--- config.mk ---
export PLATFORM = sky130hd
export DESIGN_NAME = sd_card_clkgen
export DESIGN_NICKNAME = d
export VERILOG_FILES = /design/src/rtl/sdclk_pkg.sv /design/src/rtl/sdclk_div_core.sv /design/src/rtl/sdclk_gate.sv /design/src/rtl/sdclk_seq.sv /design/src/rtl/sd_card_clkgen.sv
export SDC_FILE = /design/constraint.sdc
export NUM_CORES = 1
export LEC_CHECK = 0
export ABC_CLOCK_PERIOD_IN_PS = 4500
export CORE_MARGIN = 4
export CORE_UTILIZATION = 48
export DETAILED_ROUTE_END_ITERATION = 16
export GPL_ROUTABILITY_DRIVEN = 0
export HOLD_SLACK_MARGIN = 0.08
export PLACE_DENSITY = 0.77
export SYNTH_ARGS = -nofsm -noshare
export SYNTH_HDL_FRONTEND = slang
export SYNTH_HIERARCHICAL = 1
export SYNTH_SLANG_ARGS = --single-unit
--- constraint.sdc ---
create_clock -name clk_i -period 4.5 [get_ports clk_i]
set_input_delay 0.9 -clock clk_i [delete_from_list [all_inputs] [get_ports clk_i]]
set_output_delay 0.9 -clock clk_i [all_outputs]
set_load 0.005 [all_outputs]
--- src/rtl/sdclk_pkg.sv ---
package sdclk_pkg;
  localparam int IEN_BIT = 0;
  localparam int STB_BIT = 1;
  localparam int CEN_BIT = 2;
  localparam int DIV_LSB = 6;

  typedef enum logic [2:0] {
    SEQ_IDLE,
    SEQ_GATE_OFF,
    SEQ_LOAD,
    SEQ_WAIT,
    SEQ_GATE_ON
  } seq_state_e;
endpackage

--- src/rtl/sdclk_div_core.sv ---
module sdclk_div_core #(
  parameter int DIV_W = 11
) (
  input  logic             clk_i,
  input  logic             rst_ni,
  input  logic             load_i,
  input  logic             run_i,
  input  logic [DIV_W-1:0] div_i,
  output logic             div_clk_o,
  output logic             bypass_o,
  output logic             stable_o,
  output logic             run_o,
  output logic [DIV_W-1:0] div_o
);
  localparam logic [DIV_W-1:0] ONE = DIV_W'(1);

  logic [DIV_W-1:0] div_q, cnt_q, cnt_d, last_cnt, hi_cnt;
  logic             run_q, clk_q, wrap, first_q, stb_q;

  assign bypass_o = (div_q <= ONE);
  assign last_cnt = bypass_o ? '0 : div_q - ONE;
  assign hi_cnt   = div_q >> 1;
  assign wrap     = (cnt_q == last_cnt);
  assign cnt_d    = wrap ? '0 : cnt_q + ONE;

  always_ff @(posedge clk_i or negedge rst_ni) begin
    if (!rst_ni) begin
      div_q   <= '0;
      run_q   <= 1'b0;
      cnt_q   <= '0;
      clk_q   <= 1'b0;
      first_q <= 1'b0;
      stb_q   <= 1'b0;
    end else if (load_i) begin
      // restart phase: new period begins with its high half
      div_q   <= div_i;
      run_q   <= run_i;
      cnt_q   <= '0;
      clk_q   <= run_i && (div_i > ONE);
      first_q <= 1'b0;
      stb_q   <= 1'b0;
    end else if (!run_q) begin
      cnt_q   <= '0;
      clk_q   <= 1'b0;
      first_q <= 1'b0;
      stb_q   <= 1'b0;
    end else begin
      cnt_q <= cnt_d;
      clk_q <= (cnt_d < hi_cnt);
      if (wrap) begin
        first_q <= 1'b1;
        if (first_q) stb_q <= 1'b1;
      end
    end
  end

  assign div_clk_o = clk_q;
  assign stable_o  = stb_q;
  assign run_o     = run_q;
  assign div_o     = div_q;
endmodule

--- src/rtl/sdclk_gate.sv ---
module sdclk_gate (
  input  logic clk_i,
  input  logic rst_ni,
  input  logic en_i,
  input  logic div_clk_i,
  input  logic bypass_i,
  output logic gate_o,
  output logic card_clk_o
);
  logic gate_q;

  // updates only while the selected clock is low: no runt pulses
  always_ff @(negedge clk_i or negedge rst_ni) begin
    if (!rst_ni)         gate_q <= 1'b0;
    else if (!div_clk_i) gate_q <= en_i;
  end

  assign gate_o     = gate_q;
  assign card_clk_o = gate_q & (bypass_i ? clk_i : div_clk_i);
endmodule

--- src/rtl/sdclk_seq.sv ---
module sdclk_seq
  import sdclk_pkg::*;
#(
  parameter int DIV_W = 11
) (
  input  logic             clk_i,
  input  logic             rst_ni,
  input  logic             we_i,
  input  logic             wr_ien_i,
  input  logic             wr_cen_i,
  input  logic [DIV_W-1:0] wr_div_i,
  input  logic             gate_q_i,
  input  logic             stable_i,
  input  logic             run_act_i,
  input  logic [DIV_W-1:0] div_act_i,
  output logic             load_o,
  output logic             busy_o,
  output logic             gate_en_o,
  output logic             ien_o,
  output logic             cen_o,
  output logic [DIV_W-1:0] div_o
);
  typedef struct packed {
    logic             ien;
    logic             cen;
    logic [DIV_W-1:0] div;
  } cfg_t;

  seq_state_e state_q, state_d;
  cfg_t       cur_q, pend_q, wr_cfg, take_cfg;
  logic       pend_v_q, take, launch, idle;

  assign wr_cfg   = '{ien: wr_ien_i, cen: wr_cen_i, div: wr_div_i};
  assign idle     = (state_q == SEQ_IDLE);
  assign take     = idle && (pend_v_q || we_i);
  assign take_cfg = pend_v_q ? pend_q : wr_cfg;
  assign launch   = take && ((take_cfg.div != div_act_i) || (take_cfg.ien != run_act_i));

  assign gate_en_o = cur_q.cen && cur_q.ien && stable_i &&
                     (idle || (state_q == SEQ_GATE_ON));

  always_comb begin
    state_d = state_q;
    unique case (state_q)
      SEQ_IDLE:     if (launch) state_d = SEQ_GATE_OFF;
      SEQ_GATE_OFF: if (!gate_q_i) state_d = SEQ_LOAD;
      SEQ_LOAD:     state_d = SEQ_WAIT;
      SEQ_WAIT:     if (stable_i || !cur_q.ien) state_d = SEQ_GATE_ON;
      SEQ_GATE_ON:  if (gate_q_i == gate_en_o) state_d = SEQ_IDLE;
      default:      state_d = SEQ_IDLE;
    endcase
  end

  always_ff @(posedge clk_i or negedge rst_ni) begin
    if (!rst_ni) begin
      state_q  <= SEQ_IDLE;
      cur_q    <= '0;
      pend_q   <= '0;
      pend_v_q <= 1'b0;
    end else begin
      state_q <= state_d;
      if (take) cur_q <= take_cfg;
      if (!idle) begin
        if (we_i) begin
          pend_q   <= wr_cfg;
          pend_v_q <= 1'b1;
        end
      end else if (pend_v_q) begin
        // held write consumed; a same-cycle write becomes the new held one
        pend_v_q <= we_i;
        if (we_i) pend_q <= wr_cfg;
      end
    end
  end

  assign load_o = (state_q == SEQ_LOAD);
  assign busy_o = !idle;
  assign ien_o  = cur_q.ien;
  assign cen_o  = cur_q.cen;
  assign div_o  = cur_q.div;
endmodule

--- src/rtl/sd_card_clkgen.sv ---
module sd_card_clkgen
  import sdclk_pkg::*;
#(
  parameter int DIV_W = 11
) (
  input  logic        clk_i,
  input  logic        rst_ni,
  input  logic        ctrl_we_i,
  input  logic [31:0] ctrl_wdata_i,
  output logic [31:0] ctrl_o,
  output logic        card_clk_o,
  output logic        stable_o,
  output logic        busy_o
);
  localparam logic [31:0] DIV_MASK  = ((32'd1 << DIV_W) - 32'd1) << DIV_LSB;
  localparam logic [31:0] USED_MASK = DIV_MASK | (32'd1 << IEN_BIT) | (32'd1 << CEN_BIT);

  logic             load, gate_en, gate_q, div_clk, bypass, run_act;
  logic             req_ien, req_cen;
  logic [DIV_W-1:0] req_div, div_act;
  logic             unused_wbits;

  assign unused_wbits = |(ctrl_wdata_i & ~USED_MASK);

  sdclk_seq #(.DIV_W(DIV_W)) u_seq (
    .clk_i     (clk_i),
    .rst_ni    (rst_ni),
    .we_i      (ctrl_we_i),
    .wr_ien_i  (ctrl_wdata_i[IEN_BIT]),
    .wr_cen_i  (ctrl_wdata_i[CEN_BIT]),
    .wr_div_i  (ctrl_wdata_i[DIV_LSB +: DIV_W]),
    .gate_q_i  (gate_q),
    .stable_i  (stable_o),
    .run_act_i (run_act),
    .div_act_i (div_act),
    .load_o    (load),
    .busy_o    (busy_o),
    .gate_en_o (gate_en),
    .ien_o     (req_ien),
    .cen_o     (req_cen),
    .div_o     (req_div)
  );

  sdclk_div_core #(.DIV_W(DIV_W)) u_core (
    .clk_i     (clk_i),
    .rst_ni    (rst_ni),
    .load_i    (load),
    .run_i     (req_ien),
    .div_i     (req_div),
    .div_clk_o (div_clk),
    .bypass_o  (bypass),
    .stable_o  (stable_o),
    .run_o     (run_act),
    .div_o     (div_act)
  );

  sdclk_gate u_gate (
    .clk_i      (clk_i),
    .rst_ni     (rst_ni),
    .en_i       (gate_en),
    .div_clk_i  (div_clk),
    .bypass_i   (bypass),
    .gate_o     (gate_q),
    .card_clk_o (card_clk_o)
  );

  always_comb begin
    ctrl_o                   = '0;
    ctrl_o[IEN_BIT]          = req_ien;
    ctrl_o[STB_BIT]          = stable_o;
    ctrl_o[CEN_BIT]          = req_cen;
    ctrl_o[DIV_LSB +: DIV_W] = req_div;
  end
endmodule

Word level (Yosys, flattened, before mapping)
Index checks and enable logic that the tools add are counted.

Register bits after elaboration: 57. Word-level logic and storage cells: 78.

Multiplexer cells: 26. Order comparisons: 3. Bitwise logic cells: 1. Reductions and logical operators: 16. Equality and inequality tests: 15. Add/sub/neg operators: 2.

Operators by type and width (count): $mux W13 (4); $mux W11 (4); $pmux W3 S5 (1); $mux W1 (13); $mux W3 (4); $add A11 B1 Y11 const B (1); $eq A11 B11 Y1 (1); $gt A11 B1 Y1 const B (1); $le A11 B1 Y1 const B (1); $lt A11 B10 Y1 (1); $ne A11 B11 Y1 (1); $sub A11 B1 Y11 const B (1); $eq A3 B2 Y1 const B (2); $logic_and A1 B1 Y1 (6); $ne A2 B1 Y1 const B (3); $ne A3 B3 Y1 const B (2); $logic_or A1 B1 Y1 (4); $ne A2 B2 Y1 const B (2); $reduce_and A4 Y1 (1); $eq A3 B1 Y1 const B (1); $eq A3 B3 Y1 const B (1); $logic_not A3 Y1 (1); $logic_not A1 Y1 (2); $reduce_and A2 Y1 (1); 4 further kinds (4).

Logic depth before layout (Yosys ltp)
Gate-level depths: netlist of run 1.

Word-level depth: 7. Gate-level depth with buffers: 21. Mapped depth without buffers: 18.

Hierarchy
The synthesis of run 1 kept the hierarchy.

By module, submodules not included: sdclk_div_core (cells an instance 233, times used 1, seq. area each 650.6 µm², area each 1966.9 µm²); sdclk_seq (cells an instance 126, times used 1, seq. area each 750.7 µm², area each 1511.4 µm²); sd_card_clkgen (cells an instance 22, times used 1, seq. area each 0.0 µm², area each 161.4 µm²); sdclk_gate (cells an instance 4, times used 1, seq. area each 25.0 µm², area each 56.3 µm²).

==> parameters.txt, run 1 <==
Parameter                              Value

Timing
  Worst slew pin tran    0.8742 ns
  Worst-case hold slack    0.4920 ns
  Final hold vios    0
  Clock Skew    0.008052 ns
  Setup violators final    0
  Setup TNS    0 ns
  Final Max Tran Viols    0
  Setup repair after global routing missed its margin    no
  Headroom to the max-slew limit    0.4172

Worst setup path
  Maximum fanout count along the critical path    2
  Endpoint of the worst-slack reg-to-reg timing path    u_core/div_clk_o
  Capturing element type of the critical path    output port
  Worst EP arrival    3.46 ns
  Number of cells traversed by the worst register-to-register path    16
  Nature of the critical path startpoint    flip-flop
  Ordered cell list for the critical path    nor2b_1 -> dlygate4sd2_1
  Crit path required time    3.60 ns
  Count of buffer and inverter cells on the critical path    1
  Path type of the worst setup path    reg -> out
  Cell type group with the largest total delay on the critical path    flip-flops
  RR Startpoint    u_core/div_o[1]
  Stage delay of the slowest cell on the critical path    0.41 ns
  Critical Path Source    u_gate/gate_o
  Minimum setup slack among reg-to-reg paths    0.30 ns
  Critical path's slowest cell    sky130_fd_sc_hd__dfrtn_1

Place
  Sum of net half-perimeters after detailed placement    6133 um
  Area after detailed placement    4048 um^2
  Count of port buffers added during placement    32

Synthesis
  Mux share of post-synthesis cell area    0.09445
  Dominant combinational cell family by area after synthesis    simple AND/OR/NAND/NOR gates
  Synthesized area    3696 um^2
  Post-synthesis cell type count    65
  Average cell area after synthesis    9.600 um^2
  Simple-gate area share of the yosys netlist    0.1720
  Share of async-settable or async-resettable flops after synthesis    1.000
  Number of enable flip-flop cells after synthesis    0
  Adder-Cell Fraction of Synth Area    0.04333
  Cells after Synth    385
  Count of yosys warnings during synthesis    6
  Ranking of synthesized cells by area    sky130_fd_sc_hd__dfrtp_1, sky130_fd_sc_hd__xnor2_1, sky130_fd_sc_hd__buf_4, sky130_fd_sc_hd__mux2_4, sky130_fd_sc_hd__ha_1
  Sequential share of the synthesized area    0.3859
  Share of the synthesized area in the top cell type    0.3791
  Total of flip-flops plus latches after synthesis    57
  Most frequently used flop master after synthesis    sky130_fd_sc_hd__dfrtp_1
  Parity-gate share of the synthesized area counting xor and xnor cells    0.08192
  Post-synth top area cell    sky130_fd_sc_hd__dfrtp_1
  Compound-Gate Fraction of Synth Area    0.1297

Layout
  Leading cell type in the layout, fill and taps excluded    sky130_fd_sc_hd__dfrtp_1
  Antenna diodes    0
  Finished Cell Area    4332 um^2
  Most frequent cells in the layout    sky130_fd_sc_hd__dfrtp_1, sky130_fd_sc_hd__nor2_1, sky130_fd_sc_hd__clkdlybuf4s50_1
  Total Nets Final    474
  Synth-to-Final Area Change    17.20%
  Fraction of layout cells with a size suffix above 1    0.1555

Floorplanning
  Core region area    7370 um^2
  Core Rows    31
  DIE HEIGHT    95.75 um
  I/O Pins    70
  Die Footprint    9168 um^2
  Effective utilization at floorplan    0.5015
  Die W    95.75 um

Route
  Detailed-route DRC error count    0
  Routed WL per cell    16.01 um
  Number of search-and-repair iterations in the first detailed-routing pass    4
  Avg Vias per Cell    5.558
  DRC violation total after the first TritonRoute iteration    244
  Total wirelength of the detailed-routed design    8485 um
  Routed Antenna Nets    0
  Routed vias    2946

CTS
  Latest clock arrival within the worst-skew pair    0.44 ns
  Hold bufs inserted after CTS    0
  Clock input transition at the sequential cells of the worst setup and hold paths    0.06 ns
  TritonCTS clock tree    built

Worst hold path
  Worst hold path stage count    1
  Capture endpoint of the worst hold path    u_seq/state_q[1]
  HP Class    reg -> reg
  Critical hold path startpoint    u_seq/state_q[2]

Power and ir drop
  Internal cell power    0.001720 W
  Fraction of power spent switching nets    0.4015
  Power dissipated by switching net loads    0.001154 W
  Power per cell area    663.5 nW/um^2
  Leakage dissipation    1.944 nW
  Relative contribution of sequential cells to total power    0.314
  Portion of total power attributed to combinational logic    0.482
  Relative contribution of the clock network to total power    0.204
  Maximum resistive drop on vdd    0.0002641 V

Global route
  Global-route usage over all layers    0.1971
  Final global-route overflow total    0
  Number of global-route vias before repair    2815
  Pin count of the biggest net entering global routing    57
  Wire length of the first global-routing pass    13660 um
  Number of antenna violations at the first check in global routing    0

Run status
  Result of the run    complete, no violations

Job
  Max-cap violations    0
area by class of cell:
class | count | area (um^2)
fill | 630 | 3038
multi-input combinational | 288 | 2008
clock buffer | 13 | 173.9
clock inverter | 6 | 83.83
inverter | 16 | 60.06
tap | 99 | 123.9
sequential | 57 | 1426
timing repair buffer | 51 | 455.4
metal layers:
layer  wire length, um  track usage  vias up  part of all wire
li1                  -            -     1401                 -
met1              3758       0.2542     1442              0.44
met2              4045       0.3173       93              0.48
met3               580      0.05473       10             0.068
met4                99      0.06991        0             0.012
met5                 0            0        -                 0
worst max path at each step:
stage / cells after the start / slack (ns) / to
after floorplan: 20 / 0.32 / u_core/div_clk_o
after global placement: 18 / 0.22 / u_core/div_clk_o
after detailed placement: 18 / 0.12 / u_core/div_clk_o
after CTS: 18 / 0.08 / u_core/div_clk_o
after global routing: 2 / 0.03 / card_clk_o
final: 2 / 0.14 / card_clk_o
worst register-to-register path: cells and delay by family (launching register included):
kind	cells	cell delay, ns
and+or+nand+nor	6	1.59
DFF	1	0.44
adders and majority gates	1	0.30
AOI/OAI and AO/OA	8	1.59
buffers and inverters	1	0.17
power by group through the flow:
| stage | sequential [W] | combinational, W | clock (W) |
|---|---|---|---|
| 3_3_place_gp | 0.000892 | 0.00132 | 0.00000289 |
| 2_1_floorplan | 0.000833 | 0.000991 | 0.00000289 |
| 5_1_grt | 0.000930 | 0.00152 | 0.000629 |
| 3_5_place_dp | 0.000903 | 0.00135 | 0.00000289 |
| 4_1_cts | 0.000897 | 0.00137 | 0.000599 |
| 6_report | 0.000903 | 0.00138 | 0.000587 |
metrics by stage:
stage                 util  std cells  power (W)  setup WS (ns)
finish              0.5878        530   0.002874         0.1400
global route        0.5878        530   0.003082        0.02541
CTS                 0.5839        528   0.002862        0.08346
detailed placement  0.5492        509   0.002258         0.1193
global placement    0.5492        509   0.002211         0.2167
floorplan                -        402   0.001827         0.3225
cells by family (layout without fill, tap and decap cells):
group | after synthesis | in the layout
compound gates | 72 | 72
xor+xnor | 33 | 33
fa+ha+maj | 13 | 13
buf+inv | 57 | 86
flops | 57 | 57
mux | 29 | 29
other cells | 1 | 18
simple gates | 123 | 123
synth_stat cells, types with 2 or more instances:
| cell | instances |
|---|---|
| sky130_fd_sc_hd__clkbuf_1 | 11 |
| sky130_fd_sc_hd__a21o_1 | 5 |
| sky130_fd_sc_hd__buf_4 | 22 |
| sky130_fd_sc_hd__mux2_2 | 3 |
| sky130_fd_sc_hd__o2111ai_1 | 3 |
| sky130_fd_sc_hd__and3_1 | 3 |
| sky130_fd_sc_hd__o2bb2ai_1 | 2 |
| sky130_fd_sc_hd__ha_1 | 12 |
| sky130_fd_sc_hd__a21oi_1 | 20 |
| sky130_fd_sc_hd__buf_6 | 3 |
| sky130_fd_sc_hd__and2_1 | 3 |
| sky130_fd_sc_hd__nand2b_1 | 2 |
| sky130_fd_sc_hd__a211oi_1 | 3 |
| sky130_fd_sc_hd__nor3b_1 | 2 |
| sky130_fd_sc_hd__o21bai_1 | 2 |
| sky130_fd_sc_hd__inv_1 | 16 |
| sky130_fd_sc_hd__buf_2 | 3 |
| sky130_fd_sc_hd__or4_1 | 2 |
| sky130_fd_sc_hd__o31ai_1 | 3 |
| sky130_fd_sc_hd__mux2i_1 | 15 |
| sky130_fd_sc_hd__mux2_4 | 11 |
| sky130_fd_sc_hd__a31oi_1 | 2 |
| sky130_fd_sc_hd__nand4_1 | 3 |
| sky130_fd_sc_hd__nand3_1 | 9 |
| sky130_fd_sc_hd__nor2b_1 | 3 |
| sky130_fd_sc_hd__or3_1 | 3 |
| sky130_fd_sc_hd__nor3_1 | 16 |
| sky130_fd_sc_hd__nor2_1 | 34 |
| sky130_fd_sc_hd__nor4_1 | 6 |
| sky130_fd_sc_hd__xnor2_1 | 23 |
| sky130_fd_sc_hd__nand2_1 | 23 |
| sky130_fd_sc_hd__nand3b_1 | 2 |
| sky130_fd_sc_hd__dfrtp_1 | 56 |
| sky130_fd_sc_hd__xor2_1 | 9 |
| sky130_fd_sc_hd__o21ai_0 | 20 |
registers in the layout, summed over array words and instances (netlist names), 3 cells and up:
name	cells
u_seq/pend_q	13
u_seq/state_q	3
u_seq/div_o	11
u_core/div_o	11
u_core/cnt_q	11
repair_timing:
action | in CTS | in global routing
gates resized for setup | 1 | 5
endpoints found under the setup margin | 2 | 1
setup buffers | 1 | 2
pin swaps | 0 | 1
Note: power is estimated with default switching activity, not from simulation.
==> inputs of run 2 (changes only) <==
SLEW_MARGIN = 20   (was not set)
==> results of run 2 <==
No change in the layout: final DEF, timing and power equal those of run 1.
